`src/rtl/pgp_pkg.sv`:
```
package pgp_pkg;

  typedef enum logic [2:0] {
    ERR_NONE    = 3'd0,
    ERR_COUNT   = 3'd1,
    ERR_PAGE    = 3'd2,
    ERR_TIMEOUT = 3'd3,
    ERR_STALL   = 3'd4
  } err_e;

  typedef enum logic [2:0] {
    PH_IDLE, PH_SETUP, PH_PULSE, PH_HOLD, PH_READ, PH_GAP
  } phase_e;

  typedef enum logic [2:0] {
    S_IDLE, S_UNLK, S_UNLKW, S_WAIT, S_WR, S_PRD, S_PRDW
  } eng_state_e;

  localparam logic [1:0] UNLK_LAST = 2'd2;

  function automatic logic [15:0] unlock_addr(input logic [1:0] i);
    return (i == 2'd1) ? 16'h0AAA : 16'h1555;
  endfunction

  function automatic logic [7:0] unlock_data(input logic [1:0] i);
    case (i)
      2'd0:    return 8'hAA;
      2'd1:    return 8'h55;
      default: return 8'hA0;
    endcase
  endfunction

endpackage

```
`src/rtl/pgp_limit_timer.sv`:
```
module pgp_limit_timer #(
  parameter int LIMIT = 1000,
  localparam int CNW = $clog2(LIMIT + 1)
) (
  input  logic clk,
  input  logic rst_n,
  input  logic restart,
  input  logic run,
  output logic expired
);
  localparam logic [CNW-1:0] LIM = LIMIT[CNW-1:0];
  logic [CNW-1:0] cnt;

  always_ff @(posedge clk) begin
    if (!rst_n)                  cnt <= '0;
    else if (restart)            cnt <= '0;
    else if (run && cnt != LIM)  cnt <= cnt + 1'b1;
  end

  assign expired = (cnt == LIM);

  // the count saturates: once expired it stays expired until restarted
  p_saturate_r9: assert property (@(posedge clk) disable iff (!rst_n)
    (expired && !restart) |=> expired);
endmodule

```
`src/rtl/pgp_req_check.sv`:
```
module pgp_req_check
  import pgp_pkg::*;
#(
  parameter int AW = 13,
  parameter int PAGE_BYTES = 64,
  localparam int PW = $clog2(PAGE_BYTES),
  localparam int CW = PW + 1
) (
  input  logic [AW-1:0] base,
  input  logic [CW-1:0] cnt,
  output err_e          code
);
  localparam logic [CW:0] PAGE_L = PAGE_BYTES[CW:0];
  logic [CW:0] span;

  assign span = {2'b00, base[PW-1:0]} + {1'b0, cnt};

  always_comb begin
    if (cnt == '0 || {1'b0, cnt} > PAGE_L) code = ERR_COUNT;
    else if (span > PAGE_L)                code = ERR_PAGE;
    else                                   code = ERR_NONE;
  end
endmodule

```
`src/rtl/pgp_bus_cycle.sv`:
```
module pgp_bus_cycle
  import pgp_pkg::*;
#(
  parameter int AW = 13,
  parameter int TW = 4
) (
  input  logic          clk,
  input  logic          rst_n,
  input  logic          go,
  input  logic          rd,
  input  logic [AW-1:0] addr,
  input  logic [7:0]    wdata,
  input  logic [TW-1:0] t_setup,
  input  logic [TW-1:0] t_pulse,
  input  logic [TW-1:0] t_hold,
  input  logic [TW-1:0] t_read,
  input  logic [7:0]    bus_rdata,
  output logic          ce_n,
  output logic          we_n,
  output logic          oe_n,
  output logic          drive,
  output logic [AW-1:0] bus_addr,
  output logic [7:0]    bus_wdata,
  output logic          fin,
  output logic          we_fall,
  output logic [7:0]    rd_q
);
  phase_e        ph;
  logic [TW-1:0] cnt;

  always_ff @(posedge clk) begin
    if (!rst_n) begin
      ph <= PH_IDLE; cnt <= '0; fin <= 1'b0; we_fall <= 1'b0;
      bus_addr <= '0; bus_wdata <= '0; rd_q <= '0;
    end else begin
      fin     <= 1'b0;
      we_fall <= 1'b0;
      case (ph)
        PH_IDLE: if (go) begin
          bus_addr  <= addr;
          bus_wdata <= wdata;
          if (rd) begin ph <= PH_READ;  cnt <= t_read;  end
          else    begin ph <= PH_SETUP; cnt <= t_setup; end
        end
        PH_SETUP: if (cnt == '0) begin ph <= PH_PULSE; cnt <= t_pulse; we_fall <= 1'b1; end
                  else cnt <= cnt - 1'b1;
        PH_PULSE: if (cnt == '0) begin ph <= PH_HOLD; cnt <= t_hold; end
                  else cnt <= cnt - 1'b1;
        PH_HOLD:  if (cnt == '0) begin ph <= PH_IDLE; fin <= 1'b1; end
                  else cnt <= cnt - 1'b1;
        PH_READ:  if (cnt == '0) begin ph <= PH_GAP; rd_q <= bus_rdata; end
                  else cnt <= cnt - 1'b1;
        PH_GAP:   begin ph <= PH_IDLE; fin <= 1'b1; end
        default:  ph <= PH_IDLE;
      endcase
    end
  end

  assign drive = (ph == PH_SETUP) || (ph == PH_PULSE) || (ph == PH_HOLD);
  assign ce_n  = !(drive || ph == PH_READ);
  assign we_n  = (ph != PH_PULSE);
  assign oe_n  = (ph != PH_READ);

  // write strobe only inside a selected cycle with outputs off
  p_we_guarded_r3: assert property (@(posedge clk) disable iff (!rst_n)
    !we_n |-> (!ce_n && oe_n && drive));
  // address and data do not move while the chip is selected
  p_addr_steady_r3: assert property (@(posedge clk) disable iff (!rst_n)
    (!ce_n && $past(!ce_n) && $past(rst_n)) |-> ($stable(bus_addr) && $stable(bus_wdata)));
  // completion is flagged only once the bus is released
  p_fin_released_r3: assert property (@(posedge clk) disable iff (!rst_n)
    fin |-> (ce_n && oe_n && we_n));
endmodule

```
`src/rtl/page_write_poller.sv`:
```
module page_write_poller
  import pgp_pkg::*;
#(
  parameter int AW = 13,
  parameter int TW = 4,
  parameter int PAGE_BYTES = 64,
  parameter int TMO_CYCLES = 500000,
  parameter int WIN_CYCLES = 10000,
  localparam int PW = $clog2(PAGE_BYTES),
  localparam int CW = PW + 1
) (
  input  logic          clk,
  input  logic          rst_n,
  input  logic          start,
  input  logic          poll_toggle,
  input  logic          protect_en,
  input  logic [AW-1:0] base_addr,
  input  logic [CW-1:0] byte_cnt,
  input  logic [TW-1:0] t_setup,
  input  logic [TW-1:0] t_pulse,
  input  logic [TW-1:0] t_hold,
  input  logic [TW-1:0] t_read,
  input  logic          in_valid,
  output logic          in_ready,
  input  logic [7:0]    in_data,
  output logic [AW-1:0] mem_addr,
  output logic [7:0]    mem_wdata,
  input  logic [7:0]    mem_rdata,
  output logic          mem_ce_n,
  output logic          mem_we_n,
  output logic          mem_oe_n,
  output logic          mem_drive,
  output logic          busy,
  output logic          done,
  output logic          err,
  output logic [2:0]    err_code
);
  eng_state_e    st;
  logic          mode_q, have_prev, prev6, seen_fall;
  logic [AW-1:0] page_base, last_addr, go_addr;
  logic [CW-1:0] cnt_q, idx;
  logic [1:0]    pre_idx;
  logic [7:0]    last_data, go_data, rd_q;
  logic [15:0]   unlk_a;
  logic          go, go_rd, fin, we_fall;
  logic          tmo_exp, win_exp, tmo_restart, stall, last_byte, poll_ok;
  err_e          chk_code, code_q;

  pgp_req_check #(.AW(AW), .PAGE_BYTES(PAGE_BYTES)) u_check (
    .base(base_addr), .cnt(byte_cnt), .code(chk_code));

  pgp_bus_cycle #(.AW(AW), .TW(TW)) u_bus (
    .clk, .rst_n, .go, .rd(go_rd), .addr(go_addr), .wdata(go_data),
    .t_setup, .t_pulse, .t_hold, .t_read, .bus_rdata(mem_rdata),
    .ce_n(mem_ce_n), .we_n(mem_we_n), .oe_n(mem_oe_n), .drive(mem_drive),
    .bus_addr(mem_addr), .bus_wdata(mem_wdata), .fin, .we_fall, .rd_q);

  pgp_limit_timer #(.LIMIT(TMO_CYCLES)) u_tmo (
    .clk, .rst_n, .restart(tmo_restart),
    .run(st == S_PRD || st == S_PRDW), .expired(tmo_exp));

  pgp_limit_timer #(.LIMIT(WIN_CYCLES)) u_win (
    .clk, .rst_n, .restart(we_fall || (st == S_IDLE && start)),
    .run(1'b1), .expired(win_exp));

  always_comb begin
    go      = 1'b0;
    go_rd   = 1'b0;
    go_addr = last_addr;
    go_data = last_data;
    unlk_a  = unlock_addr(pre_idx);
    case (st)
      S_UNLK: begin go = 1'b1; go_addr = unlk_a[AW-1:0]; go_data = unlock_data(pre_idx); end
      S_WAIT: if (in_valid) begin go = 1'b1; go_addr = page_base + AW'(idx); go_data = in_data; end
      S_PRD:  begin go = 1'b1; go_rd = 1'b1; end
      default: ;
    endcase
  end

  assign in_ready    = (st == S_WAIT);
  assign busy        = (st != S_IDLE);
  assign err_code    = code_q;
  assign last_byte   = (idx == cnt_q - 1'b1);
  assign stall       = (st == S_WAIT) && !in_valid && seen_fall && win_exp;
  assign tmo_restart = (st == S_WR) && fin && last_byte;
  assign poll_ok     = mode_q ? (have_prev && (rd_q[6] == prev6))
                              : (rd_q[7] == last_data[7]);

  always_ff @(posedge clk) begin
    if (!rst_n) begin
      st <= S_IDLE; mode_q <= 1'b0; page_base <= '0; cnt_q <= '0; idx <= '0;
      pre_idx <= '0; last_addr <= '0; last_data <= '0; have_prev <= 1'b0;
      prev6 <= 1'b0; seen_fall <= 1'b0; done <= 1'b0; err <= 1'b0; code_q <= ERR_NONE;
    end else begin
      done <= 1'b0;
      err  <= 1'b0;
      if (we_fall) seen_fall <= 1'b1;
      case (st)
        S_IDLE: if (start) begin
          code_q <= chk_code;
          if (chk_code != ERR_NONE) err <= 1'b1;
          else begin
            mode_q <= poll_toggle; page_base <= base_addr; cnt_q <= byte_cnt;
            idx <= '0; pre_idx <= '0; seen_fall <= 1'b0; have_prev <= 1'b0;
            st <= protect_en ? S_UNLK : S_WAIT;
          end
        end
        S_UNLK:  st <= S_UNLKW;
        S_UNLKW: if (fin) begin
          if (pre_idx == UNLK_LAST) st <= S_WAIT;
          else begin pre_idx <= pre_idx + 1'b1; st <= S_UNLK; end
        end
        S_WAIT: if (in_valid) begin
          last_addr <= go_addr; last_data <= in_data; st <= S_WR;
        end else if (stall) begin
          err <= 1'b1; code_q <= ERR_STALL; st <= S_IDLE;
        end
        S_WR: if (fin) begin
          if (last_byte) st <= S_PRD;
          else begin idx <= idx + 1'b1; st <= S_WAIT; end
        end
        S_PRD:  st <= S_PRDW;
        S_PRDW: if (fin) begin
          if (poll_ok) begin done <= 1'b1; st <= S_IDLE; end
          else if (tmo_exp) begin err <= 1'b1; code_q <= ERR_TIMEOUT; st <= S_IDLE; end
          else begin prev6 <= rd_q[6]; have_prev <= 1'b1; st <= S_PRD; end
        end
        default: st <= S_IDLE;
      endcase
    end
  end

  // data bytes land inside the requested page
  p_page_locked_r4: assert property (@(posedge clk) disable iff (!rst_n)
    (st == S_WR && !mem_we_n) |-> (mem_addr[AW-1:PW] == page_base[AW-1:PW]));
  // no byte is taken while a bus cycle is in flight
  p_ready_bus_free_r4: assert property (@(posedge clk) disable iff (!rst_n)
    in_ready |-> (mem_ce_n && mem_we_n && mem_oe_n));
  // polling never strobes a write
  p_poll_reads_only_r7: assert property (@(posedge clk) disable iff (!rst_n)
    (st == S_PRDW) |-> mem_we_n);
  // outcome pulses are exclusive and come with busy low
  p_outcome_clean_r10: assert property (@(posedge clk) disable iff (!rst_n)
    (done || err) |-> (!(done && err) && !busy));
  // an error always carries a nonzero code
  p_err_coded_r10: assert property (@(posedge clk) disable iff (!rst_n)
    err |-> (err_code != ERR_NONE));
  // a pulse lasts one cycle
  p_pulse_single_r10: assert property (@(posedge clk) disable iff (!rst_n)
    (done || err) |=> !(done || err));
endmodule

```
`config.mk`:
```
export PLATFORM = sky130hd
export DESIGN_NAME = page_write_poller
export DESIGN_NICKNAME = d
export VERILOG_FILES = /design/src/rtl/pgp_pkg.sv /design/src/rtl/pgp_limit_timer.sv /design/src/rtl/pgp_req_check.sv /design/src/rtl/pgp_bus_cycle.sv /design/src/rtl/page_write_poller.sv
export SDC_FILE = /design/constraint.sdc
export NUM_CORES = 1
export LEC_CHECK = 0
export BUFFER_PORTS_ARGS = -buffer_cell sky130_fd_sc_hd__buf_2
export CORE_MARGIN = 3
export CORE_UTILIZATION = 46
export DETAILED_ROUTE_END_ITERATION = 7
export PLACE_DENSITY = 0.65
export SETUP_SLACK_MARGIN = 0.02
export SLEW_MARGIN = 30
export SYNTH_ARGS = -nofsm -noshare
export SYNTH_HDL_FRONTEND = slang
export SYNTH_HIERARCHICAL = 1
export SYNTH_SLANG_ARGS = --single-unit
```
`constraint.sdc`:
```
create_clock -name clk -period 5.7 [get_ports clk]
set_input_delay 0.285 -clock clk [delete_from_list [all_inputs] [get_ports clk]]
set_output_delay 0.285 -clock clk [all_outputs]
set_load 0.1 [all_outputs]
```
# Word-level counts from Yosys, hierarchy flattened
# Cells that the tools add are included.
# word_totals
output_inout_bits	32
reg_bits	133
input_bits	58
elab_cells	200
# op_classes
n_addsub	8
bitwise_logic	4
eq_ne	41
reduce_logical	46
n_lt_le_gt_ge	2
muxes	76
# ops
op	count
$mux 3	23
$pmux 8 s2	2
$mux 7	4
$mux 13	2
$pmux 13 s2	1
$mux 1	21
$pmux 3 s7	1
$mux 4	5
$ne 2x2->1 const B	10
$add 19x1->19 const B	1
$eq 19x19->1 const B	1
$ne 19x19->1 const B	1
$ne 2x1->1 const B	8
$pmux 4 s4	1
$eq 3x3->1 const B	5
$pmux 3 s5	1
$reduce_and 5->1	3
$add 14x1->14 const B	1
$eq 14x14->1 const B	1
$mux 2	7
$ne 14x14->1 const B	1
$pmux 7 s2	1
$add 13x7->13	1
$eq 3x2->1 const B	4
other kinds (36)	71

# Logic depth before layout (Yosys ltp)
# logic_depth
depth_word	8
ltp_mapped	15
depth_no_buf	15

# Hierarchy
# The synthesis kept the hierarchy.
# modules_own_cells
mod	instances	cells_per_inst	seq_area_each_um2	area_per_inst_um2
page_write_poller	1	498	1241.2	3813.7
pgp_bus_cycle	1	219	760.7	1866.8
pgp_limit_timer (u_tmo)	1	112	380.4	940.9
pgp_limit_timer (u_win)	1	78	280.3	689.4
pgp_req_check	1	44	0.0	324.1

# Worst setup path after synthesis
# Ideal clock, no wire load.
# synth_timing
path_kind	input to register
startpoint	input base_addr[0]
endpoint	register idx[5]
n_path_buf	0
arrival_ns	2.883
required_ns	5.572
path_slack_ns	2.689
stages	15
setup_ns	0.128
path_cell_list	ha_1 > inv_1 > fa_1 > nand2b_1 > a21oi_1 > xor2_1 > a2111oi_0 > a211oi_1 > nor3_1 > nand2_1 > o21ai_0 > nand2_1 > o21a_1 > o211ai_1 > o31ai_1
# synth_between
elab_chain_cells	7
# synth_lines
item	line_no	source
start, declared	page_write_poller.sv:17	input logic [AW-1:0] base_addr,
$add 6x7->8	pgp_req_check.sv:16	assign span = {2'b00, base[PW-1:0]} + {1'b0, cnt};
$gt 8x7->1	pgp_req_check.sv:20	else if (span > PAGE_L) code = ERR_PAGE;
$mux 2	pgp_req_check.sv:20	
$mux 3	pgp_req_check.sv:19	if (cnt == '0 || {1'b0, cnt} > PAGE_L) code = ERR_COUNT;
via chk_code[1]	page_write_poller.sv:47	err_e chk_code, code_q;
$reduce_bool 3->1	page_write_poller.sv:101	if (chk_code != ERR_NONE) err <= 1'b1;
$ne 2x2->1 (no line)	n/a	
$reduce_and 5->1 (no line)	n/a	
end signal, assigned	page_write_poller.sv:91	st <= S_IDLE; mode_q <= 1'b0; page_base <= '0; cnt_q <= '0; idx <= '0;
end signal, assigned	page_write_poller.sv:104	idx <= '0; pre_idx <= '0; seen_fall <= 1'b0; have_prev <= 1'b0;
end signal, assigned	page_write_poller.sv:120	else begin idx <= idx + 1'b1; st <= S_WAIT; end
end, declared	page_write_poller.sv:41	logic [CW-1:0] cnt_q, idx;
# The timed path passes the listed nets, and every way through them passes these cells.
# A chain may end at the register's enable or synchronous reset.

# Worst setup path after layout
# layout_timing
startpoint	input byte_cnt[0]
endpoint	register page_base[7]
# layout_between
elab_chain_cells	7
elab_cells_between_ends	10
cone_classes	add/sub: 1; order compare: 2; mux: 2; bitwise: 1; reduce/logical: 4
# layout_lines
item	line_no	source
start, declared	page_write_poller.sv:18	input logic [CW-1:0] byte_cnt,
$add 6x7->8	pgp_req_check.sv:16	
$gt 8x7->1	pgp_req_check.sv:20	
$mux 2	pgp_req_check.sv:20	
$mux 3 *	pgp_req_check.sv:19	
via chk_code[1]	page_write_poller.sv:47	
$reduce_bool 3->1 *	page_write_poller.sv:101	
$not 1->1 (no line) *	n/a	
$reduce_and 3->1 (no line) *	n/a	
end signal, assigned	page_write_poller.sv:103	mode_q <= poll_toggle; page_base <= base_addr; cnt_q <= byte_cnt;
end, declared	page_write_poller.sv:40	logic [AW-1:0] page_base, last_addr, go_addr;
# The timed path passes the listed nets; every way through them passes the cells marked *.

==> impl_results.md <==
- Htree depth: 4
- Number of clock sinks: between 100 and 150
- Tmin final: ~3.4 ns
- DP Worst Slack: ~1.8 ns
- Highest metal used: met4
- DP Area: around 7900 µm²
- TritonCTS clock tree: built
- Critical Path Source: byte_cnt[0]
- CTS resizes: 0
- IO Pins: 90
- Global-route wire length before repair: just under 30,000 µm
- Max clock buf depth: 2
- Power Density: 311 nW/µm²
- Setup WS post-layout: 2.25 ns
- Nets: between 1,000 and 1,500
- Critical path endpoint: page_base[7]$_SDFFE_PN0P_
- Critical path arrival: between 3 and 4 ns
- Critical path class: primary input to register
- Detailed-route via count: ~6,600
- Avg Cell Area, Syn: about 8 µm²
- Fmax: 0.290 GHz
- Aggregate global routing overflow: 0
- Post-DP HPWL: between 10,000 and 15,000 µm
- Int Power: ~1.7 mW
- Wl on met1: between 8000 and 9000 µm
- Root Buffer: clkbuf_16
- Starting Density: a little under half
- Port Buf Inserts: between 80 and 90
- VDD IR max: approximately 0.22 mV
- RSZ-0062 raised after global routing: false
- FF-to-FF Start: st[1]$_SDFFE_PN0P_
- Skew final: 0.00787 ns
- Fin util: a little over half
- Final Total Pwr: approximately 2.6 mW
- Die width: 133 µm
- Slew headroom: 37.2%
- Sum of negative setup slack: 0 ns
- Share of layout cells above drive strength 1: 14.6%
- GRT Overall Usage: between 20% and 30%
- Detailed Route WL: around 18,000 µm
- Slew Limit Fails: 0
- First-pass DRT Iterations: 5
- Full die area: roughly 18,000 µm²
- Post-route DRC: 0
- Status: complete, no violations
- Reg clk slew, reported paths: ~0.060 ns
- DIE HEIGHT: about 130 µm
- N_diodes: 0
- Vias/cell: approximately 5.4
- Total CTS buffers: 17
- Routed wl met2: between 8000 and 9000 µm
- Clk_lat worst skew: approximately 0.43 ns
- Combinational power share: between 20% and 30%
- Switch Pwr: ~900 µW
- Initial antenna violation count: 0
- Met3 WL: 751 µm
- 1st-iter DRT viols: just over 400
- Routed Antenna Nets: 0
- FILL cells: 1,492
- Hold-fix buffers, CTS: 0
- Clk pwr share: 40.3%
- Actual slew at the worst max-slew pin: approximately 0.94 ns
- Cell Rows: 45
- Crit-path max FO: 21
- Setup Viol. Count Final: 0
- Fin area: between 8000 and 9000 µm²
- Max_cap viols: 0
- Dpl cells: roughly 1,200
- Finished Layout Cells: around 1,200
- Sequential Power Share: a little under two fifths
- Leakage power total: between 3 and 4 nW
- Core Box Area: approximately 15,000 µm²
- Endpoint type of the worst setup path: register
- Area delta synth->final: 14.6%
- Mapped Cells: 933
- Netlist Area Pre-Place: ~7400 µm²
- Largest net degree at the start of global routing: 57
- WP data required: 6.01 ns
- CP startpoint kind: primary input
- RD Place Congestion: 0.821
- Vias in the first global route: ~6,000
- RR Endpoint: u_bus/bus_addr[3]$_SDFFE_PN0P_
- Worst hold path class: primary input to register
- R2R setup slack: 2.54 ns
- Total area of sequential cells: about 2500 µm²
- Hold Violations, Final: 0
- Net Sw Frac: 33.9%
- Final hold slack: roughly 0.10 ns
- Period utilization: around 60%
- Post-CTS Setup Inserts: 0
- Per-cell routed wire length: about 15 µm
- Syn. warnings: 6
- Reg2reg path depth: 9
- Multi-input combinational cell area: roughly 4500 µm²
## power by group through the flow
| stage | registers (mW) | clock network (mW) | logic [mW] |
|---|---|---|---|
| 6_report | 0.987 | 1.07 | 0.592 |
| 5_1_grt | 0.993 | 1.13 | 0.653 |
| 4_1_cts | 0.985 | 1.09 | 0.593 |
| 3_5_place_dp | 1.00 | 0 | 0.591 |
| 3_3_place_gp | 1.00 | 0 | 0.590 |
| 2_1_floorplan | 1.02 | 0 | 0.467 |
## metal layers
layer | global-route usage [%] | vias up
met5 | 0 | -
met4 | 5.48 | 0
met3 | 4.83 | 13
met2 | 33.2 | 113
met1 | 26.6 | 3043
li1 | - | 3415
## cell type report
| cell class | instances | area share [%] |
|---|---|---|
| timing repair buffer | 86 | 5.15 |
| clock inverter | 13 | 1.53 |
| clock buffer | 19 | 5.33 |
| inverter | 37 | 1.63 |
| tap | 211 | 3.11 |
| multi-input combinational | 725 | 53.3 |
| sequential | 127 | 29.9 |
## layout by cell type (no fill, tap or decap), types with 12 or more instances in the layout
| cell | n |
|---|---|
| o21ai_0 | 44 |
| nor2b_1 | 13 |
| nand4_1 | 15 |
| nand2_1 | 169 |
| nor2_1 | 58 |
| nor3_1 | 15 |
| and3_1 | 14 |
| xnor2_1 | 20 |
| xor2_1 | 18 |
| buf_2 | 83 |
| a21oi_1 | 55 |
| ha_1 | 25 |
| mux2i_1 | 12 |
| a21boi_0 | 51 |
| nand3_1 | 25 |
| dfxtp_1 | 127 |
| inv_1 | 37 |
| clkbuf_16 | 17 |
## flip-flops by register name (all words and copies together) (netlist names), 2 cells and up
name	cells
st	3
u_bus/ph	3
u_bus/cnt	4
u_tmo/cnt	19
err_code	3
u_bus/rd_q	2
pre_idx	2
idx	7
page_base	13
last_data	8
u_bus/bus_addr	13
cnt_q	7
u_win/cnt	14
last_addr	13
u_bus/bus_wdata	8
## worst max-delay path: stages
cell and delay [ns]:
buf_2 0.11, ha_1 0.16, inv_1 0.06, fa_1 0.39, nand2b_1 0.18, a21oi_1 0.16, xor2_1 0.08, a2111oi_0 0.32
a211oi_1 0.21, nor3_1 0.61, nand3_1 0.78, nand2_1 0.27, a21boi_0 0.11
## worst min-delay path by stage
stage	start	to	slack, ns	depth (start not counted)
3_5_place_dp	u_bus/bus_addr[8]$_SDFFE_PN0P_	u_bus/bus_addr[8]$_SDFFE_PN0P_	0.45	2
5_1_grt	base_addr[11]	page_base[11]$_SDFFE_PN0P_	0.10	3
2_1_floorplan	byte_cnt[3]	cnt_q[3]$_SDFFE_PN0P_	0.43	2
3_3_place_gp	u_bus/bus_addr[11]$_SDFFE_PN0P_	u_bus/bus_addr[11]$_SDFFE_PN0P_	0.45	2
6_report	base_addr[9]	page_base[9]$_SDFFE_PN0P_	0.10	3
4_1_cts	base_addr[9]	page_base[9]$_SDFFE_PN0P_	0.09	3
No activity file was read; power rests on OpenSTA's default activity.
